===== src/rtl/rirq_pkg.sv =====
package rirq_pkg;

    localparam int WORD_W      = 32;
    localparam int CHCNT_W     = 11;
    localparam int AUTOCLR_BIT = 2;

    typedef enum logic [2:0] {
        RG_NONE = 3'd0,
        RG_STS  = 3'd1,
        RG_ENB  = 3'd2,
        RG_CAP  = 3'd3,
        RG_MISC = 3'd4
    } reg_kind_e;

    function automatic int words_for(input int nbits);
        return (nbits + WORD_W - 1) / WORD_W;
    endfunction

    function automatic int idx_width(input int a, input int b);
        int m;
        m = (a > b) ? a : b;
        if (m < 2) m = 2;
        return $clog2(m);
    endfunction

endpackage


===== src/rtl/rirq_status_bank.sv =====
module rirq_status_bank
    import rirq_pkg::*;
#(
    parameter int NCH   = 12,
    parameter int NSW   = 2,
    parameter int IDX_W = 1
) (
    input  logic                  clk,
    input  logic                  rst_n,
    input  logic [NCH-1:0]        ev_tx_i,
    input  logic [NCH-1:0]        ev_rx_i,
    input  logic [NCH-1:0]        ev_ovf_i,
    input  logic                  clr_en_i,
    input  logic [IDX_W-1:0]      clr_idx_i,
    input  logic [WORD_W-1:0]     clr_bits_i,
    output logic [NSW*WORD_W-1:0] sts_o
);

    localparam int TOT = NSW * WORD_W;
    localparam int FLD = 3 * NCH;

    typedef struct packed {
        logic [TOT-1:0] sts;
    } bank_t;

    bank_t          s_d, s_q;
    logic [TOT-1:0] ev_vec;
    logic [TOT-1:0] clr_vec;

    always_comb begin
        ev_vec          = '0;
        ev_vec[FLD-1:0] = {ev_ovf_i, ev_rx_i, ev_tx_i};
        clr_vec         = '0;
        for (int w = 0; w < NSW; w++) begin
            if (clr_en_i && (clr_idx_i == IDX_W'(w))) begin
                clr_vec[w*WORD_W +: WORD_W] = clr_bits_i;
            end
        end
        s_d     = s_q;
        s_d.sts = (s_q.sts & ~clr_vec) | ev_vec;
    end

    always_ff @(posedge clk) begin
        if (!rst_n) s_q <= '0;
        else        s_q <= s_d;
    end

    assign sts_o = s_q.sts;

    // an incoming event is always latched, even against a clear
    p_event_kept_r3: assert property (@(posedge clk) disable iff (!rst_n)
        (|ev_vec) |=> ((sts_o & $past(ev_vec)) == $past(ev_vec)));

    // cleared bits without a simultaneous event read zero afterwards
    p_clear_applied_r3: assert property (@(posedge clk) disable iff (!rst_n)
        (|clr_vec) |=> ((sts_o & $past(clr_vec & ~ev_vec)) == '0));

endmodule


===== src/rtl/rirq_arm_ctrl.sv =====
module rirq_arm_ctrl #(
    parameter int NSW   = 2,
    parameter int IDX_W = 1
) (
    input  logic             clk,
    input  logic             rst_n,
    input  logic             rd_i,
    input  logic [IDX_W-1:0] idx_i,
    input  logic             irq_now_i,
    output logic             armed_o
);

    typedef struct packed {
        logic           armed;
        logic [NSW-1:0] seen;
    } arm_t;

    arm_t           s_d, s_q;
    logic [NSW-1:0] seen_n;

    always_comb begin
        s_d    = s_q;
        seen_n = s_q.armed ? '0 : s_q.seen;
        for (int w = 0; w < NSW; w++) begin
            if (idx_i == IDX_W'(w)) seen_n[w] = 1'b1;
        end
        if (rd_i && (irq_now_i || !s_q.armed)) begin
            if (&seen_n) begin
                s_d.armed = 1'b1;
                s_d.seen  = '0;
            end else begin
                s_d.armed = 1'b0;
                s_d.seen  = seen_n;
            end
        end
    end

    always_ff @(posedge clk) begin
        if (!rst_n) begin
            s_q.armed <= 1'b1;
            s_q.seen  <= '0;
        end else begin
            s_q <= s_d;
        end
    end

    assign armed_o = s_q.armed;

    // re-arming only happens on a status read
    p_rearm_on_read_r7: assert property (@(posedge clk) disable iff (!rst_n)
        $rose(armed_o) |-> $past(rd_i));

    generate
        if (NSW > 1) begin : g_multi
            // servicing a raised interrupt disarms the unit
            p_disarm_r7: assert property (@(posedge clk) disable iff (!rst_n)
                (rd_i && irq_now_i) |=> !armed_o);
        end
    endgenerate

endmodule


===== src/rtl/rirq_regfile.sv =====
module rirq_regfile
    import rirq_pkg::*;
#(
    parameter int NCH    = 12,
    parameter int NSW    = 2,
    parameter int NEW    = 1,
    parameter int ADDR_W = 8,
    parameter int IDX_W  = 1
) (
    input  logic                  clk,
    input  logic                  rst_n,
    input  logic                  rd_i,
    input  logic                  wr_i,
    input  logic [ADDR_W-1:0]     addr_i,
    input  logic [WORD_W-1:0]     wdata_i,
    input  logic [NSW*WORD_W-1:0] sts_i,
    output logic [WORD_W-1:0]     rdata_o,
    output logic [2*NCH-1:0]      en_o,
    output logic                  sts_rd_o,
    output logic [IDX_W-1:0]      sts_idx_o,
    output logic                  clr_en_o,
    output logic [WORD_W-1:0]     clr_bits_o
);

    localparam int ENB_BASE  = 1 << (ADDR_W - 2);
    localparam int CAP_ADDR  = 1 << (ADDR_W - 1);
    localparam int MISC_ADDR = CAP_ADDR + 1;
    localparam int EFLD      = 2 * NCH;

    typedef struct packed {
        logic [EFLD-1:0]   en;
        logic              autoclr;
        logic [WORD_W-1:0] rdata;
    } regs_t;

    regs_t             s_d, s_q;
    reg_kind_e         kind;
    logic [ADDR_W-1:0] off;

    always_comb begin
        kind = RG_NONE;
        off  = '0;
        if (addr_i < ADDR_W'(ENB_BASE)) begin
            off = addr_i;
            if (addr_i < ADDR_W'(NSW)) kind = RG_STS;
        end else if (addr_i < ADDR_W'(CAP_ADDR)) begin
            off = addr_i - ADDR_W'(ENB_BASE);
            if (off < ADDR_W'(NEW)) kind = RG_ENB;
        end else if (addr_i == ADDR_W'(CAP_ADDR)) begin
            kind = RG_CAP;
        end else if (addr_i == ADDR_W'(MISC_ADDR)) begin
            kind = RG_MISC;
        end
    end

    always_comb begin
        s_d        = s_q;
        sts_rd_o   = rd_i && (kind == RG_STS);
        sts_idx_o  = off[IDX_W-1:0];
        clr_en_o   = 1'b0;
        clr_bits_o = '0;

        if (sts_rd_o && s_q.autoclr) begin
            clr_en_o   = 1'b1;
            clr_bits_o = '1;
        end
        if (wr_i && (kind == RG_STS) && !s_q.autoclr) begin
            clr_en_o   = 1'b1;
            clr_bits_o = wdata_i;
        end

        if (wr_i && (kind == RG_ENB)) begin
            for (int b = 0; b < EFLD; b++) begin
                if (off == ADDR_W'(b / WORD_W)) s_d.en[b] = wdata_i[b % WORD_W];
            end
        end
        if (wr_i && (kind == RG_MISC)) begin
            s_d.autoclr = wdata_i[AUTOCLR_BIT];
        end

        if (rd_i) begin
            s_d.rdata = '0;
            case (kind)
                RG_STS: begin
                    for (int w = 0; w < NSW; w++) begin
                        if (off == ADDR_W'(w)) s_d.rdata = sts_i[w*WORD_W +: WORD_W];
                    end
                end
                RG_ENB: begin
                    for (int b = 0; b < EFLD; b++) begin
                        if (off == ADDR_W'(b / WORD_W)) s_d.rdata[b % WORD_W] = s_q.en[b];
                    end
                end
                RG_CAP:  s_d.rdata[CHCNT_W-1:0] = CHCNT_W'(NCH);
                RG_MISC: s_d.rdata[AUTOCLR_BIT] = s_q.autoclr;
                default: s_d.rdata = '0;
            endcase
        end
    end

    always_ff @(posedge clk) begin
        if (!rst_n) begin
            s_q.en      <= '0;
            s_q.autoclr <= 1'b1;
            s_q.rdata   <= '0;
        end else begin
            s_q <= s_d;
        end
    end

    assign rdata_o = s_q.rdata;
    assign en_o    = s_q.en;

    // the capability word always reports the channel count
    p_cap_value_r8: assert property (@(posedge clk) disable iff (!rst_n)
        (rd_i && (kind == RG_CAP)) |=> (rdata_o == WORD_W'(NCH)));

    // enables change only through an enable-word write
    p_enable_hold_r4: assert property (@(posedge clk) disable iff (!rst_n)
        !(wr_i && (kind == RG_ENB)) |=> $stable(en_o));

    // read data holds between reads
    p_rdata_hold_r2: assert property (@(posedge clk) disable iff (!rst_n)
        !rd_i |=> $stable(rdata_o));

endmodule


===== src/rtl/rirq_unit.sv =====
module rirq_unit
    import rirq_pkg::*;
#(
    parameter int NCH    = 12,
    parameter int ADDR_W = 8
) (
    input  logic              clk,
    input  logic              rst_n,
    input  logic [NCH-1:0]    tx_done_i,
    input  logic [NCH-1:0]    rx_done_i,
    input  logic [NCH-1:0]    rx_ovf_i,
    input  logic              reg_rd_i,
    input  logic              reg_wr_i,
    input  logic [ADDR_W-1:0] reg_addr_i,
    input  logic [31:0]       reg_wdata_i,
    output logic [31:0]       reg_rdata_o,
    output logic              irq_o
);

    localparam int NSW   = words_for(3 * NCH);
    localparam int NEW   = words_for(2 * NCH);
    localparam int IDX_W = idx_width(NSW, NEW);
    localparam int FLD   = 3 * NCH;

    logic [NSW*WORD_W-1:0] sts;
    logic [2*NCH-1:0]      en;
    logic [FLD-1:0]        gate;
    logic                  sts_rd;
    logic [IDX_W-1:0]      sts_idx;
    logic                  clr_en;
    logic [WORD_W-1:0]     clr_bits;
    logic                  armed;
    logic                  hit;

    rirq_status_bank #(.NCH(NCH), .NSW(NSW), .IDX_W(IDX_W)) u_bank (
        .clk        (clk),
        .rst_n      (rst_n),
        .ev_tx_i    (tx_done_i),
        .ev_rx_i    (rx_done_i),
        .ev_ovf_i   (rx_ovf_i),
        .clr_en_i   (clr_en),
        .clr_idx_i  (sts_idx),
        .clr_bits_i (clr_bits),
        .sts_o      (sts)
    );

    rirq_regfile #(.NCH(NCH), .NSW(NSW), .NEW(NEW), .ADDR_W(ADDR_W), .IDX_W(IDX_W)) u_regs (
        .clk        (clk),
        .rst_n      (rst_n),
        .rd_i       (reg_rd_i),
        .wr_i       (reg_wr_i),
        .addr_i     (reg_addr_i),
        .wdata_i    (reg_wdata_i),
        .sts_i      (sts),
        .rdata_o    (reg_rdata_o),
        .en_o       (en),
        .sts_rd_o   (sts_rd),
        .sts_idx_o  (sts_idx),
        .clr_en_o   (clr_en),
        .clr_bits_o (clr_bits)
    );

    // overflow shares the receive enable of its channel
    always_comb begin
        gate = {en[NCH-1:0], en[NCH-1:0], en[2*NCH-1:NCH]};
        hit  = |(sts[FLD-1:0] & gate);
    end

    assign irq_o = armed && hit;

    rirq_arm_ctrl #(.NSW(NSW), .IDX_W(IDX_W)) u_arm (
        .clk       (clk),
        .rst_n     (rst_n),
        .rd_i      (sts_rd),
        .idx_i     (sts_idx),
        .irq_now_i (irq_o),
        .armed_o   (armed)
    );

    // no interrupt while every source is disabled
    p_quiet_disabled_r5: assert property (@(posedge clk) disable iff (!rst_n)
        (en == '0) |-> !irq_o);

endmodule


===== config.mk =====
export PLATFORM = sky130hd
export DESIGN_NAME = rirq_unit
export DESIGN_NICKNAME = d
export VERILOG_FILES = /design/src/rtl/rirq_pkg.sv /design/src/rtl/rirq_status_bank.sv /design/src/rtl/rirq_arm_ctrl.sv /design/src/rtl/rirq_regfile.sv /design/src/rtl/rirq_unit.sv
export SDC_FILE = /design/constraint.sdc
export NUM_CORES = 1
export LEC_CHECK = 0
export BUFFER_PORTS_ARGS = -buffer_cell sky130_fd_sc_hd__buf_2
export CAP_MARGIN = 15
export CELL_PAD_IN_SITES_DETAIL_PLACEMENT = 0
export CELL_PAD_IN_SITES_GLOBAL_PLACEMENT = 1
export CORE_MARGIN = 3
export CORE_UTILIZATION = 41
export CTS_CLUSTER_SIZE = 16
export DETAILED_ROUTE_END_ITERATION = 6
export GPL_ROUTABILITY_DRIVEN = 0
export PLACE_DENSITY = 0.91
export SETUP_SLACK_MARGIN = 0.1
export SYNTH_ARGS = -nofsm -noshare
export SYNTH_HDL_FRONTEND = slang
export SYNTH_HIERARCHICAL = 1
export SYNTH_SLANG_ARGS = --single-unit

===== constraint.sdc =====
create_clock -name clk -period 3 [get_ports clk]
set_input_delay 0.6 -clock clk [delete_from_list [all_inputs] [get_ports clk]]
set_output_delay 0.6 -clock clk [all_outputs]
set_load 0.01 [all_outputs]

==> Word level (Yosys, flattened, before mapping) <==
Index checks and enable logic that the tools add are counted.
{ "word_totals": {"reg_bits": 124, "input_bits": 80, "output_inout_bits": 33} }
{ "op_classes": {"n_addsub": 1, "order_cmp": 4, "n_eq_ne": 7, "mux": 49, "n_bitwise": 5, "n_reduce_logical": 17} }
{ "op_table": {"columns": ["op", "count"], "rows": [
  ["2-to-1 mux 32 bit", 6],
  ["bitwise AND 64 bit", 1],
  ["inverter 64 bit", 1],
  ["bitwise OR 64 x 36 -> 64 bit", 1],
  ["bitwise AND 36 bit", 1],
  ["OR reduction 36 bit", 1],
  ["2-to-1 mux 1 bit", 29],
  ["one-hot mux 13 bit (2 select lines)", 1],
  ["2-to-1 mux 8 bit", 3],
  ["one-hot mux 8 bit (3 select lines)", 1],
  ["== test 8 bit (second input constant)", 2],
  ["2-to-1 mux 3 bit", 5],
  ["logical AND 1 bit", 10],
  ["== test 8 x 1 -> 1 bit (second input constant)", 1],
  ["zero test 8 bit", 1],
  ["less-than comparator 8 x 1 -> 1 bit (second input constant)", 1],
  ["less-than comparator 8 x 2 -> 1 bit (second input constant)", 1],
  ["less-than comparator 8 x 7 -> 1 bit (second input constant)", 1],
  ["less-than comparator 8 bit (second input constant)", 1],
  ["subtractor 8 x 7 -> 8 bit (second input constant)", 1],
  ["== test 3 x 2 -> 1 bit (second input constant)", 2],
  ["2-to-1 mux 2 bit", 2],
  ["one-hot mux 1 bit (4 select lines)", 1],
  ["one-hot mux 2 bit (2 select lines)", 1],
  ["6 further kinds", 8]
]} }

==> Longest topological paths before layout <==
Gate-level depths: netlist (run 1).
{ "depth": {"word_depth": 15, "ltp_mapped": 8, "ltp_nobuf": 6} }

==> By module <==
The synthesis (run 1) kept the hierarchy.
{ "by_module_without_submodules": {"columns": ["mod", "n_inst", "cells_per_inst", "area_each_um2", "seq_area_each_um2"], "rows": [
  ["rirq_regfile", 1, 428, 3260.6, 1141.1],
  ["rirq_status_bank", 1, 245, 2213.4, 1281.2],
  ["rirq_unit", 1, 23, 163.9, 0.0],
  ["rirq_arm_ctrl", 1, 17, 152.6, 60.1]
]} }

==> Worst setup path after synthesis (run 1) <==
No wires, ideal clock.
{ "synth_timing": {"path_type": "input to register", "from": "input reg_addr_i[0]", "to": "register u_arm/armed_o (netlist name)", "setup_time_ns": 0.118, "arrival_time_ns": 2.268, "slack_ns": 0.614, "stages": 7, "path_buffers": 3, "cell_sequence": "buf_2 > buf_2 > buf_1 > nor2b_1 > mux2_1 > a21oi_1 > o21ai_1"} }
{ "synth_between": {"word_cells_on_any_way": 22, "classes_between": "add/sub (1); order compare (4); eq/ne (3); mux (11); reduce/logical (3)"} }
{ "synth_lines": {"columns": ["item", "line", "source"], "rows": [
  ["start, declared", "rirq_unit.sv:14", "input logic [ADDR_W-1:0] reg_addr_i,"],
  ["subtractor 8 x 7 -> 8 bit / less-than comparator 8 bit (equally long branches)", "rirq_regfile.sv:47, rirq_regfile.sv:46", null],
  ["2-to-1 mux 8 bit", "rirq_regfile.sv:46", "end else if (addr_i < ADDR_W'(CAP_ADDR)) begin"],
  ["2-to-1 mux 8 bit (*)", "rirq_regfile.sv:43", "if (addr_i < ADDR_W'(ENB_BASE)) begin"],
  ["via sts_idx", "rirq_unit.sv:29", "logic [IDX_W-1:0] sts_idx;"],
  ["2-to-1 mux 1 bit", "rirq_arm_ctrl.sv:25", "if (idx_i == IDX_W'(w)) seen_n[w] = 1'b1;"],
  ["AND reduction 2 bit (*)", "rirq_arm_ctrl.sv:28", "if (&seen_n) begin"],
  ["2-to-1 mux 3 bit (*)", "rirq_arm_ctrl.sv:28", null]
]} }
Mark *: on every way through the listed nets, which the timed path passes. The rest lies on a longest branch.
A chain may end at the register's enable or synchronous reset.

==> Final worst setup path (run 1) <==
{ "layout_timing": {"from": "register u_bank.s_q (netlist bit u_bank/sts_o[2])", "to": "output irq_o"} }
{ "layout_between": {"elab_chain_len": 3} }
{ "layout_lines": {"columns": ["item", "line", "source"], "rows": [
  ["start, declared", "rirq_status_bank.sv:26", "bank_t s_d, s_q;"],
  ["start signal, assigned", "rirq_status_bank.sv:44", "if (!rst_n) s_q <= '0;"],
  ["start signal, assigned", "rirq_status_bank.sv:45", "else s_q <= s_d;"],
  ["bitwise AND 36 bit", "rirq_unit.sv:66", "hit = |(sts[FLD-1:0] & gate);"],
  ["OR reduction 36 bit", "rirq_unit.sv:66", null],
  ["logical AND 1 bit", "rirq_unit.sv:69", "assign irq_o = armed && hit;"],
  ["end, declared", "rirq_unit.sv:17", "output logic irq_o"]
]} }
Every way passes these cells.

==> results of run 1 <==
[flip-flops by register name, summed over array words and instances, names as in the netlist]
register and count:
u_regs/rdata_o 32, u_regs/s_q 1, u_arm/armed_o 1, u_bank/sts_o 64, u_regs/en_o 24, u_arm/s_q 2
[path summary, 6_finish.rpt]
| check | start | endpoint | depth (start not counted) |
|---|---|---|---|
| worst max-delay path | u_bank/sts_o[2] | irq_o | 5 |
| worst min-delay path | u_bank/sts_o[55] | u_bank/sts_o[55] | 2 |
| worst max register to register | u_bank/sts_o[2] | u_arm/s_q[1] | 6 |
| worst min register to register | u_bank/sts_o[55] | u_bank/sts_o[55] | 2 |
[power by group through the flow]
stage               Combinational, W  Sequential [W]  Clock, W
finish                      0.000233         0.00173   0.00207
global route                0.000260         0.00173   0.00216
CTS                         0.000232         0.00172   0.00210
detailed placement          0.000230         0.00176         0
global placement            0.000229         0.00176         0
floorplan                   0.000131         0.00174         0
[cell type report]
class,count,area [sq um],share of cell area
clock buffers,24,482,0.0730
clock inverters,7,113,0.0171
inverters,42,158,0.0239
multi-input cells,443,2470,0.374
flip-flops and latches,124,2480,0.376
well taps,176,220,0.0334
repair buffers,122,676,0.102
[tightest hold or removal path, delay by kind of cell, from the launching register on]
kind | cells | cell delay (ns)
and+or+nand+nor | 1 | 0.05
DFF | 1 | 0.30
AOI/OAI and AO/OA | 1 | 0.03
[Yosys cell counts (4+ instances only)]
cell type	instances	area (sq um)
nand2_1	135	507
dfxtp_1	124	2480
o21ai_0	82	410
buf_4	57	428
inv_1	42	158
a21oi_1	39	195
a31oi_1	36	225
mux2i_1	32	320
nand3_1	28	140
o21ai_1	21	105
clkbuf_1	18	67.6
buf_2	16	80.1
a32oi_1	15	131
nor2_1	11	41.3
buf_6	7	78.8
buf_1	5	18.8
a22oi_1	4	30.0
nand4_1	4	25.0
[cell usage in the layout, fill, tap and decap left out, types with 4 or more instances in the layout]
cell / count
a21oi_1: 39
a22oi_1: 4
a31oi_1: 36
a32oi_1: 15
buf_2: 111
buf_4: 8
clkbuf_1: 4
clkbuf_16: 17
dfxtp_1: 124
inv_1: 42
mux2i_1: 32
nand2_1: 135
nand3_1: 28
nand4_1: 4
nor2_1: 10
o21ai_0: 82
o21ai_1: 21
[cells by family after synthesis]
group                  share of synthesized area
AO/OA/AOI/OAI                              0.210
buffers and inverters                      0.146
flip-flops                                 0.429
multiplexers                              0.0611
AND/OR/NAND/NOR                            0.154
[layer usage]
metal / wire, um / vias up / track usage
met5: 16 / - / 0
met2: 7460 / 185 / 0.317
li1: - / 2493 / -
met3: 1300 / 22 / 0.0648
met4: 269 / 2 / 0.0772
met1: 7240 / 2348 / 0.270
[per-stage QoR]
step                      hold WS [ns]  std cells  utilization  power, W  instance area (sq um)
after CTS                        0.419        938        0.489   0.00405                   6600
final                            0.430        938        0.489   0.00403                   6600
after global placement           0.419        907        0.445   0.00199                   6000
after detailed placement         0.421        907        0.445   0.00199                   6000
after floorplan                  0.412        713            -   0.00187                   5790
after global routing             0.438        938        0.489   0.00415                   6600
==> run_results.csv, run 1 <==
group,metric,value,unit
clock_tree,path_clk_slew,0.05,ns
synthesis,yosysWarningCount,6,
power,pwr-share-seq,0.428,
critical_path,reg2reg_setup_slack,1.08,ns
synthesis,synth-seq-cells,124,
cells_and_area,area_growth_syn_to_layout,13.9,%
cells_and_area,nFillCells,1312,
clock_tree,root_buffer,"clkbuf_16",
synthesis,synthesis.nets,793,
synthesis,yosysUniqueCellTypes,45,
die,die_height,125,um
synthesis,postSynthCellCount,713,
clock_tree,htreeDepth,4,
die,ios,113,
synthesis,ys.flop_type,"dfxtp_1",
cells_and_area,antenna_cells,0,
critical_path,startpoint_type,"flop",
clock_tree,cts_tree,"built",
global_route,grt_use_total,0.206,
clock_tree,cts_made_buffers,17,
timing,fin_crit,2.63,ns
clock_tree,clock_path_buffers,2,
critical_path,critical-path-top-delay-family,"compound AO/OA/AOI/OAI gates",
synthesis,synthArstFlopShare,0,
power,p_leak,3.03,nW
timing,slew_headroom,0.516,
detailed_routing,firstDrtPassIters,6,
detailed_routing,drt-wirelength-per-cell,17.4,um
placed_design,io_buffers,112,
power,ir_drop,421,uV
critical_path,worstPathRequired,2.40,ns
timing,report.final.slew_viol_count,0,
detailed_routing,drt-initial-drc-count,500,
power,clock_power_share,0.514,
timing,fin_setup_tns,0,ns
timing,rsz0062_at_grt,"false",
power,p_int,0.00314,W
placed_design,dp_hpwl,11100,um
critical_path,crit_buf_inv,1,
hold_path,hold_path_class,"flop to flop",
cells_and_area,nets,830,
critical_path,worst_ep_arrival_time,2.03,ns
run_status,status,"finished clean",
timing,setup_ws,0.367,ns
power,combPwrFrac,0.058,
die,initial_core_util,0.429,
detailed_routing,drc,0,
global_route,grt_pass1_vias,4660,
synthesis,ys_seq_area_frac,0.429,
clock_tree,holdBufCountCts,0,
die,core_region_area,0.0135,sq mm
synthesis,synth_edf_count,0,
detailed_routing,routed_wl,16300,um
clock_tree,cts-resized-gates,0,
die,row_count,42,
synthesis,avgSynthCellArea,8.12,sq um
global_route,grt_pass1_wl,25300,um
clock_tree,cts_setup_buffers,0,
global_route,grt_max_degree,135,
placed_design,pre_cts_ws,0.613,ns
job,maxCapViolCount,0,
detailed_routing,dr_total_vias,5050,
timing,finalSetupViolations,0,
critical_path,critPathMaxStageDelay,0.51,ns
critical_path,cp_max_fo,3,
synthesis,netlist_area,0.00579,sq mm
detailed_routing,postRouteAntennaNets,0,
clock_tree,numClockSinks,124,
critical_path,cp_cell_sequence,"a22o_1 -> a221oi_2 -> nand4_1 -> o41a_1 -> buf_2",
detailed_routing,viasPerCell,5.38,
cells_and_area,drive_above_1_share,0.213,
timing,fmax,380,MHz
critical_path,slowest_stage,"o41a_1",
timing,fin_worst_skew,0.00607,ns
die,dieWidth,125,um
timing,finalCritPeriodShare,0.878,
global_route,antenna_found_initial,1,
die,die_area,0.0156,sq mm
critical_path,end_kind,"output port",
global_route,grt_overflow,0,
power,sw_frac_of_total,0.220,
power,power_switching,0.000885,W
timing,finalHoldViolations,0,
timing,tightestPinTransition,0.725,ns
clock_tree,clkLatencyLatePin,0.42,ns
power,p_per_area,610,mW/mm^2
critical_path,path_class,"flop to output port",
(Power assumes the default switching activity.)
==> run 2: changes to the inputs <==
==> constraint.sdc (replaced) <==
create_clock -name clk -period 2.95 [get_ports clk]
set_input_delay 0.59 -clock clk [delete_from_list [all_inputs] [get_ports clk]]
set_output_delay 0.59 -clock clk [all_outputs]
set_load 0.01 [all_outputs]
==> run_results.csv, run 2 (synthesis results as in run 1) <==
group,metric,value,unit
run_status,status,"finished clean",
die,dieWidth,125,um
timing,finalCritPeriodShare,0.888,
global_route,grt_max_degree,135,
detailed_routing,dr_total_vias,5069,
global_route,grt_use_total,0.205,
critical_path,cp_max_fo,3,
clock_tree,htreeDepth,4,
critical_path,critPathMaxStageDelay,0.50,ns
timing,setup_ws,0.329,ns
cells_and_area,final_cell_mix,"135 x nand2_1, 124 x dfxtp_1, 111 x buf_2",
clock_tree,numClockSinks,124,
critical_path,crit_start,"u_bank/sts_o[2]",
critical_path,slowest_stage,"o41a_1",
job,maxCapViolCount,0,
placed_design,pre_cts_ws,0.559,ns
detailed_routing,postRouteAntennaNets,0,
detailed_routing,drt-initial-drc-count,546,
global_route,antenna_found_initial,0,
power,power_switching,0.000894,W
power,p_per_area,630,mW/mm^2
power,pwr-share-seq,0.421,
clock_tree,cts_made_buffers,17,
clock_tree,cts_setup_buffers,0,
clock_tree,root_buffer,"clkbuf_16",
clock_tree,path_clk_slew,0.05,ns
power,p_leak,3.04,nW
clock_tree,clock_path_buffers,2,
cells_and_area,layout_commonest_cell,"nand2_1",
timing,rsz0062_at_grt,"false",
critical_path,cp_cell_sequence,"a22o_1 -> a221oi_2 -> nand4_1 -> o41a_1 -> buf_2",
die,row_count,42,
timing,report.final.slew_viol_count,0,
critical_path,worst_ep_arrival_time,2.03,ns
timing,finalSetupViolations,0,
die,initial_core_util,0.429,
timing,fin_worst_skew,0.00391,ns
timing,fin_crit,2.62,ns
hold_path,min_from,"u_bank/sts_o[46]",
die,ios,113,
timing,slew_headroom,0.503,
die,core_region_area,0.0135,sq mm
critical_path,end_kind,"output port",
die,die_area,0.0156,sq mm
critical_path,path_class,"flop to output port",
critical_path,worstPathRequired,2.36,ns
global_route,grt_pass1_wl,25400,um
power,p_int,0.00328,W
global_route,grt_pass1_vias,4622,
cells_and_area,antenna_cells,0,
clock_tree,holdBufCountCts,0,
clock_tree,cts-resized-gates,0,
power,sw_frac_of_total,0.214,
detailed_routing,firstDrtPassIters,5,
cells_and_area,drive_above_1_share,0.214,
timing,tightestPinTransition,0.745,ns
timing,fin_setup_tns,0,ns
timing,fmax,382,MHz
power,ir_drop,360,uV
global_route,grt_overflow,0,
detailed_routing,drt-wirelength-per-cell,17.3,um
placed_design,io_buffers,112,
cells_and_area,area_growth_syn_to_layout,14.3,%
placed_design,dp_hpwl,11100,um
detailed_routing,viasPerCell,5.41,
power,combPwrFrac,0.057,
detailed_routing,routed_wl,16200,um
cells_and_area,largest_reg_flops,64,
hold_path,hold_path_class,"flop to flop",
timing,finalHoldViolations,0,
critical_path,reg2reg_from,"u_bank/sts_o[2]",
cells_and_area,nets,830,
die,die_height,125,um
detailed_routing,drc,0,
clock_tree,cts_tree,"built",
clock_tree,clkLatencyLatePin,0.42,ns
power,clock_power_share,0.522,
critical_path,startpoint_type,"flop",
run 2: cell types whose count changed in the layout (fill, tap and decap cells not counted):
cell and change:
clkbuf_1 -2, bufinv_16 +1, clkinv_2 +1, clkinvlp_4 -1
run 2: cell type report:
| class | instances | area (sq um) |
|---|---|---|
| flip-flops and latches | 124 | 2480 |
| well taps | 176 | 220 |
| fillers | 1299 | 6890 |
| inverters | 42 | 158 |
| clock buffers | 22 | 474 |
| multi-input cells | 443 | 2470 |
| repair buffers | 122 | 676 |
| clock inverters | 8 | 140 |
run 2: path summary, 6_finish.rpt:
| check | slack [ns] | end | cells past startpoint |
|---|---|---|---|
| setup reg to reg | 1.05 | u_arm/s_q[1] | 6 |
| hold / removal | 0.43 | u_bank/sts_o[46] | 2 |
| setup / recovery | 0.33 | irq_o | 5 |
| hold reg to reg | 0.43 | u_bank/sts_o[46] | 2 |
run 2: worst max-delay path, delay by kind of cell, from the launching register on:
kind | cells | cell delay [ns]
compound gates | 3 | 0.95
simple gates | 1 | 0.14
flops | 1 | 0.36
buf+inv | 1 | 0.18
run 2: stage by stage:
step / util / area [sq um] / hold slack, ns / instances / power, W
floorplan: - / 5790 / 0.412 / 713 / 0.00190
global placement: 0.445 / 6000 / 0.419 / 907 / 0.00202
detailed placement: 0.445 / 6000 / 0.421 / 907 / 0.00202
CTS: 0.490 / 6620 / 0.419 / 937 / 0.00418
global route: 0.490 / 6620 / 0.439 / 937 / 0.00429
finish: 0.490 / 6620 / 0.429 / 937 / 0.00417
run 2: routing by layer:
layer | vias to the layer above | track usage | share of wire
met3 | 31 | 0.0540 | 0.076
met2 | 203 | 0.315 | 0.45
met4 | 0 | 0.0823 | 0.027
li1 | 2491 | - | -
met5 | - | 0 | 0
met1 | 2344 | 0.275 | 0.45
run 2: power by group through the flow:
stage / clock network (W) / logic [W] / registers [W]
2_1_floorplan: 0 / 0.000134 / 0.00177
3_3_place_gp: 0 / 0.000233 / 0.00179
3_5_place_dp: 0 / 0.000234 / 0.00179
4_1_cts: 0.00220 / 0.000236 / 0.00175
5_1_grt: 0.00227 / 0.000265 / 0.00176
6_report: 0.00218 / 0.000237 / 0.00175
